[config.mk]
export PLATFORM = sky130hd
export DESIGN_NAME = mgmt_serial_slave
export DESIGN_NICKNAME = d
export VERILOG_FILES = /design/src/rtl/mgmt_pkg.sv /design/src/rtl/mgmt_frame_fsm.sv /design/src/rtl/mgmt_reg_bank.sv /design/src/rtl/mgmt_serial_slave.sv
export SDC_FILE = /design/constraint.sdc
export NUM_CORES = 1
export LEC_CHECK = 0
export ABC_AREA = 1
export BUFFER_PORTS_ARGS = -buffer_cell sky130_fd_sc_hd__clkbuf_2
export CORE_MARGIN = 8
export CORE_UTILIZATION = 30
export CTS_BUF_LIST = sky130_fd_sc_hd__clkbuf_16
export DETAILED_ROUTE_END_ITERATION = 7
export PLACE_DENSITY = 0.54
export SLEW_MARGIN = 20
export SYNTH_ARGS = -nofsm -noshare
export SYNTH_HDL_FRONTEND = slang
export SYNTH_SLANG_ARGS = --single-unit
[constraint.sdc]
create_clock -name mdc -period 1.8 [get_ports mdc]
set_clock_uncertainty 0.2 [all_clocks]
set_input_delay 0.36 -clock mdc [delete_from_list [all_inputs] [get_ports mdc]]
set_output_delay 0.36 -clock mdc [all_outputs]
set_load 0.01 [all_outputs]
[src/rtl/mgmt_pkg.sv]
`timescale 1ns/1ps
package mgmt_pkg;
    localparam int DATA_W = 16;
    localparam int REG_AW = 5;
    localparam int HDR_W  = 2 + 2 * REG_AW;

    localparam logic [1:0] OP_READ  = 2'b10;
    localparam logic [1:0] OP_WRITE = 2'b01;

    localparam logic [REG_AW-1:0] REG_CTRL    = 5'd0;
    localparam logic [REG_AW-1:0] REG_STAT    = 5'd1;
    localparam logic [REG_AW-1:0] REG_ID_HI   = 5'd2;
    localparam logic [REG_AW-1:0] REG_ID_LO   = 5'd3;
    localparam logic [REG_AW-1:0] REG_ADV     = 5'd4;
    localparam logic [REG_AW-1:0] REG_PARTNER = 5'd5;
    localparam logic [REG_AW-1:0] REG_IRQ_EN  = 5'd22;
    localparam logic [REG_AW-1:0] REG_IRQ_ST  = 5'd23;

    typedef enum logic [2:0] {
        F_PRE,
        F_START,
        F_HDR,
        F_RTA1,
        F_RTA2,
        F_RDATA,
        F_WTA,
        F_WDATA
    } frame_st_e;
endpackage

[src/rtl/mgmt_frame_fsm.sv]
`timescale 1ns/1ps
module mgmt_frame_fsm
    import mgmt_pkg::*;
#(
    parameter int PRE_LEN = 32
) (
    input  logic              clk,
    input  logic              rst_n,
    input  logic              mdio_in,
    input  logic [2:0]        strap_addr,
    input  logic [DATA_W-1:0] rd_data,
    output logic              rd_req,
    output logic [REG_AW-1:0] rd_addr,
    output logic              wr_req,
    output logic [REG_AW-1:0] wr_addr,
    output logic [DATA_W-1:0] wr_data,
    output logic              mdio_out,
    output logic              mdio_oe
);
    localparam int CLOG_PRE = $clog2(PRE_LEN + 1);
    localparam int CNT_W    = (CLOG_PRE > 5) ? CLOG_PRE : 5;
    localparam logic [CNT_W-1:0] PRE_MAX  = CNT_W'(PRE_LEN);
    localparam logic [CNT_W-1:0] HDR_LAST = CNT_W'(HDR_W - 1);
    localparam logic [CNT_W-1:0] DAT_LAST = CNT_W'(DATA_W - 1);

    typedef struct packed {
        frame_st_e         st;
        logic [CNT_W-1:0]  cnt;
        logic [HDR_W-1:0]  hdr;
        logic [REG_AW-1:0] wreg;
        logic [DATA_W-1:0] sh;
        logic              out;
        logic              oe;
    } fsm_s;

    fsm_s q, d;

    logic [HDR_W-1:0]  hdr_nx;
    logic [1:0]        op_nx;
    logic [REG_AW-1:0] dev_nx;
    logic              addr_hit;

    assign hdr_nx   = {q.hdr[HDR_W-2:0], mdio_in};
    assign op_nx    = hdr_nx[HDR_W-1 -: 2];
    assign dev_nx   = hdr_nx[2*REG_AW-1 -: REG_AW];
    assign addr_hit = (strap_addr != 3'd0) && (dev_nx == {2'b00, strap_addr});

    assign rd_addr  = hdr_nx[REG_AW-1:0];
    assign wr_addr  = q.wreg;
    assign wr_data  = {q.sh[DATA_W-2:0], mdio_in};
    assign mdio_out = q.out;
    assign mdio_oe  = q.oe;

    always_comb begin
        d      = q;
        rd_req = 1'b0;
        wr_req = 1'b0;
        case (q.st)
            F_PRE: begin
                if (mdio_in) begin
                    if (q.cnt < PRE_MAX) d.cnt = q.cnt + 1'b1;
                end else if (q.cnt >= PRE_MAX) begin
                    d.st  = F_START;
                    d.cnt = '0;
                end else begin
                    d.cnt = '0;
                end
            end
            F_START: begin
                d.cnt = '0;
                d.st  = mdio_in ? F_HDR : F_PRE;
            end
            F_HDR: begin
                d.hdr = hdr_nx;
                if (q.cnt == HDR_LAST) begin
                    d.cnt = '0;
                    if (addr_hit && op_nx == OP_READ) begin
                        rd_req = 1'b1;
                        d.sh   = rd_data;
                        d.st   = F_RTA1;
                    end else if (addr_hit && op_nx == OP_WRITE) begin
                        d.wreg = hdr_nx[REG_AW-1:0];
                        d.st   = F_WTA;
                    end else begin
                        d.st = F_PRE;
                    end
                end else begin
                    d.cnt = q.cnt + 1'b1;
                end
            end
            F_RTA1: begin
                d.oe  = 1'b1;
                d.out = 1'b0;
                d.st  = F_RTA2;
            end
            F_RTA2: begin
                d.out = q.sh[DATA_W-1];
                d.sh  = {q.sh[DATA_W-2:0], 1'b0};
                d.cnt = '0;
                d.st  = F_RDATA;
            end
            F_RDATA: begin
                if (q.cnt == DAT_LAST) begin
                    d.oe  = 1'b0;
                    d.out = 1'b0;
                    d.cnt = '0;
                    d.st  = F_PRE;
                end else begin
                    d.out = q.sh[DATA_W-1];
                    d.sh  = {q.sh[DATA_W-2:0], 1'b0};
                    d.cnt = q.cnt + 1'b1;
                end
            end
            F_WTA: begin
                if (q.cnt == CNT_W'(1)) begin
                    d.cnt = '0;
                    d.st  = F_WDATA;
                end else begin
                    d.cnt = q.cnt + 1'b1;
                end
            end
            F_WDATA: begin
                d.sh = wr_data;
                if (q.cnt == DAT_LAST) begin
                    wr_req = 1'b1;
                    d.cnt  = '0;
                    d.st   = F_PRE;
                end else begin
                    d.cnt = q.cnt + 1'b1;
                end
            end
            default: begin
                d.st  = F_PRE;
                d.cnt = '0;
                d.oe  = 1'b0;
            end
        endcase
    end

    always_ff @(posedge clk or negedge rst_n) begin
        if (!rst_n) begin
            q.st   <= F_PRE;
            q.cnt  <= '0;
            q.hdr  <= '0;
            q.wreg <= '0;
            q.sh   <= '0;
            q.out  <= 1'b0;
            q.oe   <= 1'b0;
        end else begin
            q <= d;
        end
    end
endmodule

[src/rtl/mgmt_reg_bank.sv]
`timescale 1ns/1ps
module mgmt_reg_bank
    import mgmt_pkg::*;
#(
    parameter int          IRQ_W    = 8,
    parameter logic [15:0] CTRL_RST = 16'h1100,
    parameter logic [15:0] ADV_RST  = 16'h01E1,
    parameter logic [15:0] ID_HI    = 16'h0022,
    parameter logic [15:0] ID_LO    = 16'h1615
) (
    input  logic              clk,
    input  logic              rst_n,
    input  logic              rd_req,
    input  logic [REG_AW-1:0] rd_addr,
    output logic [DATA_W-1:0] rd_data,
    input  logic              wr_req,
    input  logic [REG_AW-1:0] wr_addr,
    input  logic [DATA_W-1:0] wr_data,
    input  logic [DATA_W-1:0] phy_status,
    input  logic [DATA_W-1:0] partner_ability,
    input  logic [IRQ_W-1:0]  irq_event,
    output logic [IRQ_W-1:0]  irq_en,
    output logic [IRQ_W-1:0]  irq_status
);
    typedef struct packed {
        logic [DATA_W-1:0] ctrl;
        logic [DATA_W-1:0] adv;
        logic [IRQ_W-1:0]  ie;
        logic [IRQ_W-1:0]  is;
    } bank_s;

    bank_s q, d;
    logic  clr_hit;

    assign clr_hit    = rd_req && (rd_addr == REG_IRQ_ST);
    assign irq_en     = q.ie;
    assign irq_status = q.is;

    always_comb begin
        case (rd_addr)
            REG_CTRL:    rd_data = q.ctrl;
            REG_STAT:    rd_data = phy_status;
            REG_ID_HI:   rd_data = ID_HI;
            REG_ID_LO:   rd_data = ID_LO;
            REG_ADV:     rd_data = q.adv;
            REG_PARTNER: rd_data = partner_ability;
            REG_IRQ_EN:  rd_data = DATA_W'(q.ie);
            REG_IRQ_ST:  rd_data = DATA_W'(q.is);
            default:     rd_data = '0;
        endcase
    end

    always_comb begin
        d = q;
        if (wr_req) begin
            case (wr_addr)
                REG_CTRL:   d.ctrl = wr_data;
                REG_ADV:    d.adv  = wr_data;
                REG_IRQ_EN: d.ie   = wr_data[IRQ_W-1:0];
                default:    d.ctrl = q.ctrl;
            endcase
        end
        d.is = (clr_hit ? '0 : q.is) | irq_event;
    end

    always_ff @(posedge clk or negedge rst_n) begin
        if (!rst_n) begin
            q.ctrl <= CTRL_RST;
            q.adv  <= ADV_RST;
            q.ie   <= '0;
            q.is   <= '0;
        end else begin
            q <= d;
        end
    end
endmodule

[src/rtl/mgmt_serial_slave.sv]
`timescale 1ns/1ps
module mgmt_serial_slave
    import mgmt_pkg::*;
#(
    parameter int          PRE_LEN  = 32,
    parameter int          IRQ_W    = 8,
    parameter logic [15:0] CTRL_RST = 16'h1100,
    parameter logic [15:0] ADV_RST  = 16'h01E1,
    parameter logic [15:0] ID_HI    = 16'h0022,
    parameter logic [15:0] ID_LO    = 16'h1615
) (
    input  logic             mdc,
    input  logic             rst_n,
    input  logic             mdio_in,
    output logic             mdio_out,
    output logic             mdio_oe,
    input  logic [2:0]       strap_addr,
    input  logic [15:0]      phy_status,
    input  logic [15:0]      partner_ability,
    input  logic [IRQ_W-1:0] irq_event,
    output logic             irq
);
    logic              rd_req;
    logic [REG_AW-1:0] rd_addr;
    logic [DATA_W-1:0] rd_data;
    logic              wr_req;
    logic [REG_AW-1:0] wr_addr;
    logic [DATA_W-1:0] wr_data;
    logic [IRQ_W-1:0]  irq_en;
    logic [IRQ_W-1:0]  irq_status;

    mgmt_frame_fsm #(
        .PRE_LEN(PRE_LEN)
    ) u_fsm (
        .clk       (mdc),
        .rst_n     (rst_n),
        .mdio_in   (mdio_in),
        .strap_addr(strap_addr),
        .rd_data   (rd_data),
        .rd_req    (rd_req),
        .rd_addr   (rd_addr),
        .wr_req    (wr_req),
        .wr_addr   (wr_addr),
        .wr_data   (wr_data),
        .mdio_out  (mdio_out),
        .mdio_oe   (mdio_oe)
    );

    mgmt_reg_bank #(
        .IRQ_W   (IRQ_W),
        .CTRL_RST(CTRL_RST),
        .ADV_RST (ADV_RST),
        .ID_HI   (ID_HI),
        .ID_LO   (ID_LO)
    ) u_bank (
        .clk            (mdc),
        .rst_n          (rst_n),
        .rd_req         (rd_req),
        .rd_addr        (rd_addr),
        .rd_data        (rd_data),
        .wr_req         (wr_req),
        .wr_addr        (wr_addr),
        .wr_data        (wr_data),
        .phy_status     (phy_status),
        .partner_ability(partner_ability),
        .irq_event      (irq_event),
        .irq_en         (irq_en),
        .irq_status     (irq_status)
    );

    assign irq = |(irq_en & irq_status);
endmodule

==> flow_metrics.tcl <==
set metrics [dict create \
    yosysTopAreaCell "dfrtp_1" \
    nFillCells 1729 \
    io_pins 49 \
    ir_worst_vdd_uv 479 \
    cts_tree "done" \
    syn_area_mm2 0.00494 \
    startpoint_type "register" \
    final_cell_mix "280 x nand2_1, 83 x dfrtp_1, 68 x inv_1" \
    power.density_mw_per_mm2 602 \
    htree_levels 3 \
    min_delay_path_depth 3 \
    drt-wirelength-per-cell_um 15.1 \
    wl_met3_um 567 \
    synth_fp_nets 742 \
    hold_viol 0 \
    multi_input_area_mm2 0.00248 \
    via_per_inst 4.64 \
    gp_congestion 0.829 \
    hp-class "in -> reg" \
    final_common_cell "nand2_1" \
    regArea_mm2 0.00229 \
    drtPass1Iterations 5 \
    grt_pass1_vias 4664 \
    synth_cell_types 34 \
    design.core.area_mm2 0.0163 \
    met2_length_mm 7.61 \
    ys_ff_latch 91 \
    power_w 0.00402 \
    whs_ns 0.00835 \
    max_cap_viol_count 0 \
    startpoint "u_bank.irq_en[6]" \
    wl_met1_mm 7.04 \
    reg2reg_from "u_fsm.q[35]" \
    clkLatencyLatePin_ns 0.36 \
    cts_buffers 9 \
    violations "negative setup slack" \
    areaGrowthSynthToFinish_pct 35.0 \
    relSlewSlack 0.637 \
    drtAntennaViolNets 0 \
    wirelength_mm 15.6 \
    dp_hpwl_mm 10.4 \
    cp.required_ns 1.24 \
    synth.yosys.seq_area_share 0.462 \
    period_needed_ns 1.85 \
    nets 861 \
    antenna_found_initial 0 \
    outcome "finished with violations" \
    worstPathArrival_ns 1.29 \
    antenna_cells 0 \
    grtUsageTotal 0.148 \
    grt-ovfl-total 0 \
    root_buffer "clkbuf_16" \
    drc 0 \
    clk_transition_reported_paths_ns 0.06 \
    p_leak_nw 3.34 \
    cts_sinks 91 \
    layout-drive-gt1-share 0.263 \
    port_buffers 48 \
    synth_warnings 0 \
    pre_cts_ws_ns -0.145 \
    slew_viol_final 0 \
    rr_endpoint "u_bank.q[26]" \
    vias 4812 \
    rsz0062_at_grt "true" \
    synth_top_area_share 0.425 \
    max_clock_freq_ghz 0.540 \
    reg2reg_slack_ns -0.03 \
    dieArea_mm2 0.0208 \
    finalCritPeriodShare 1.03 \
    worst_pin_slew_ns 0.544 \
    avgSynthCellArea_um2 7.14 \
    grt_pass1_wl_mm 23.8 \
    synth_area_leaders "dfrtp_1 43%, nand2_1 23%, o21ai_0 7.4%" \
    setup_violations 14 \
    criticalPathCategory "reg -> out" \
    clk_path_buf_depth 2 \
    drt_iter0_markers 306 \
    worstSetupEndpoint "irq" \
    crit_fanout 2 \
    endpoint_kind "primary output" \
    dieWidth_um 144 \
    die_h_um 144 \
    rows 47 \
    reg2reg_depth 9 \
    worst_slack_ns -0.0503 \
    top_layer "met4" \
    synthCells 693 \
    grt_max_degree 37 \
    start_util 0.302 \
]
-- stage by stage --
| step | std cells | TNS (ns) | util | area (um2) |
|---|---|---|---|---|
| 3_5_place_dp | 995 | -1.06 | 0.360 | 5880 |
| 6_report | 1037 | -0.232 | 0.408 | 6670 |
| 5_1_grt | 1037 | -4.66 | 0.408 | 6670 |
| 2_1_floorplan | 693 | 0 | - | 4950 |
| 4_1_cts | 1027 | -0.859 | 0.386 | 6300 |
| 3_3_place_gp | 995 | -1.09 | 0.360 | 5880 |
-- Yosys cell counts --
cell,n
xor2_1,1
ha_1,3
a21oi_1,6
buf_4,4
buf_6,2
nor3b_1,1
o21bai_1,1
xnor2_1,1
nor2_8,1
nor4_1,1
o21ai_2,1
inv_2,4
o21ai_1,1
a221oi_1,2
nor2_4,2
o21ai_0,73
nor3_1,4
inv_1,68
nand4_1,39
a21oi_4,1
clkbuf_1,10
dfrtp_1,84
nand3_1,17
o31ai_1,1
buf_2,8
nor2_1,41
nand3_2,1
nand2_1,299
buf_1,1
o22ai_1,1
nand2_2,3
nor2_2,3
dfstp_2,7
or2_2,1
-- report_power, final --
part | switching, W | leakage, nW | internal (W) | total, W
sequential | 0.00000317 | 1.19 | 0.00205 | 0.00205
clock | 0.000825 | 0.140 | 0.000912 | 0.00174
combinational | 0.000128 | 2.02 | 0.000102 | 0.000230
-- worst min-delay path by stage --
| stage | startpoint | to |
|---|---|---|
| finish | irq_event[5] | u_bank.irq_status[5] |
| global route | irq_event[5] | u_bank.irq_status[5] |
| CTS | irq_event[5] | u_bank.irq_status[5] |
| detailed placement | rst_n | u_fsm.q[39] |
| global placement | rst_n | u_fsm.q[40] |
| floorplan | rst_n | u_bank.irq_en[0] |
-- cell type report --
type / count / area share
repair buffers: 133 / 0.165
flip-flops and latches: 91 / 0.343
multi-input cells: 505 / 0.371
well taps: 220 / 0.0412
clock inverters: 7 / 0.00487
inverters: 72 / 0.0412
clock buffers: 9 / 0.0337
-- timing repair --
action                                  CTS  global route
setup buffers                             8             4
hold buffers                              8             0
endpoints found under the setup margin   46            77
hold endpoints to repair                 28             0
pin swaps                                 3            11
gates resized for setup                   8            89
cloned                                    0             6
-- kinds of logic after synthesis --
family | after synthesis | synth area share
adder cells (fa/ha/maj) | 3 | 0.00759
flip-flops | 91 | 0.462
buffers and inverters | 97 | 0.0817
AND/OR/NAND/NOR | 413 | 0.351
AO/OA/AOI/OAI | 87 | 0.0939
XOR/XNOR | 2 | 0.00354
-- critical path: stages, from the launching register on --
cell	delay [ns]
dfrtp_1	0.40
nand2_1	0.09
nand2_2	0.05
a221oi_2	0.17
nand2_1	0.09
buf_2	0.15
-- sequential cells by signal, summed over array words and instances, names as in the netlist --
signal / flops
u_bank.q: 32
u_fsm.hdr_nx: 2
u_fsm.q: 10
u_fsm.rd_addr: 4
u_fsm.wr_data: 15
u_fsm.wr_addr: 5
u_fsm.dev_nx: 5
u_fsm.mdio_out: 1
u_bank.irq_status: 8
u_fsm.mdio_oe: 1
u_bank.irq_en: 8
-- per-layer routing --
| metal | track usage | vias to the layer above |
|---|---|---|
| met3 | 0.0224 | 23 |
| met2 | 0.243 | 85 |
| li1 | - | 2446 |
| met5 | 0 | - |
| met1 | 0.188 | 2258 |
| met4 | 0.0679 | 0 |
No activity file was read; power rests on OpenSTA's default activity.
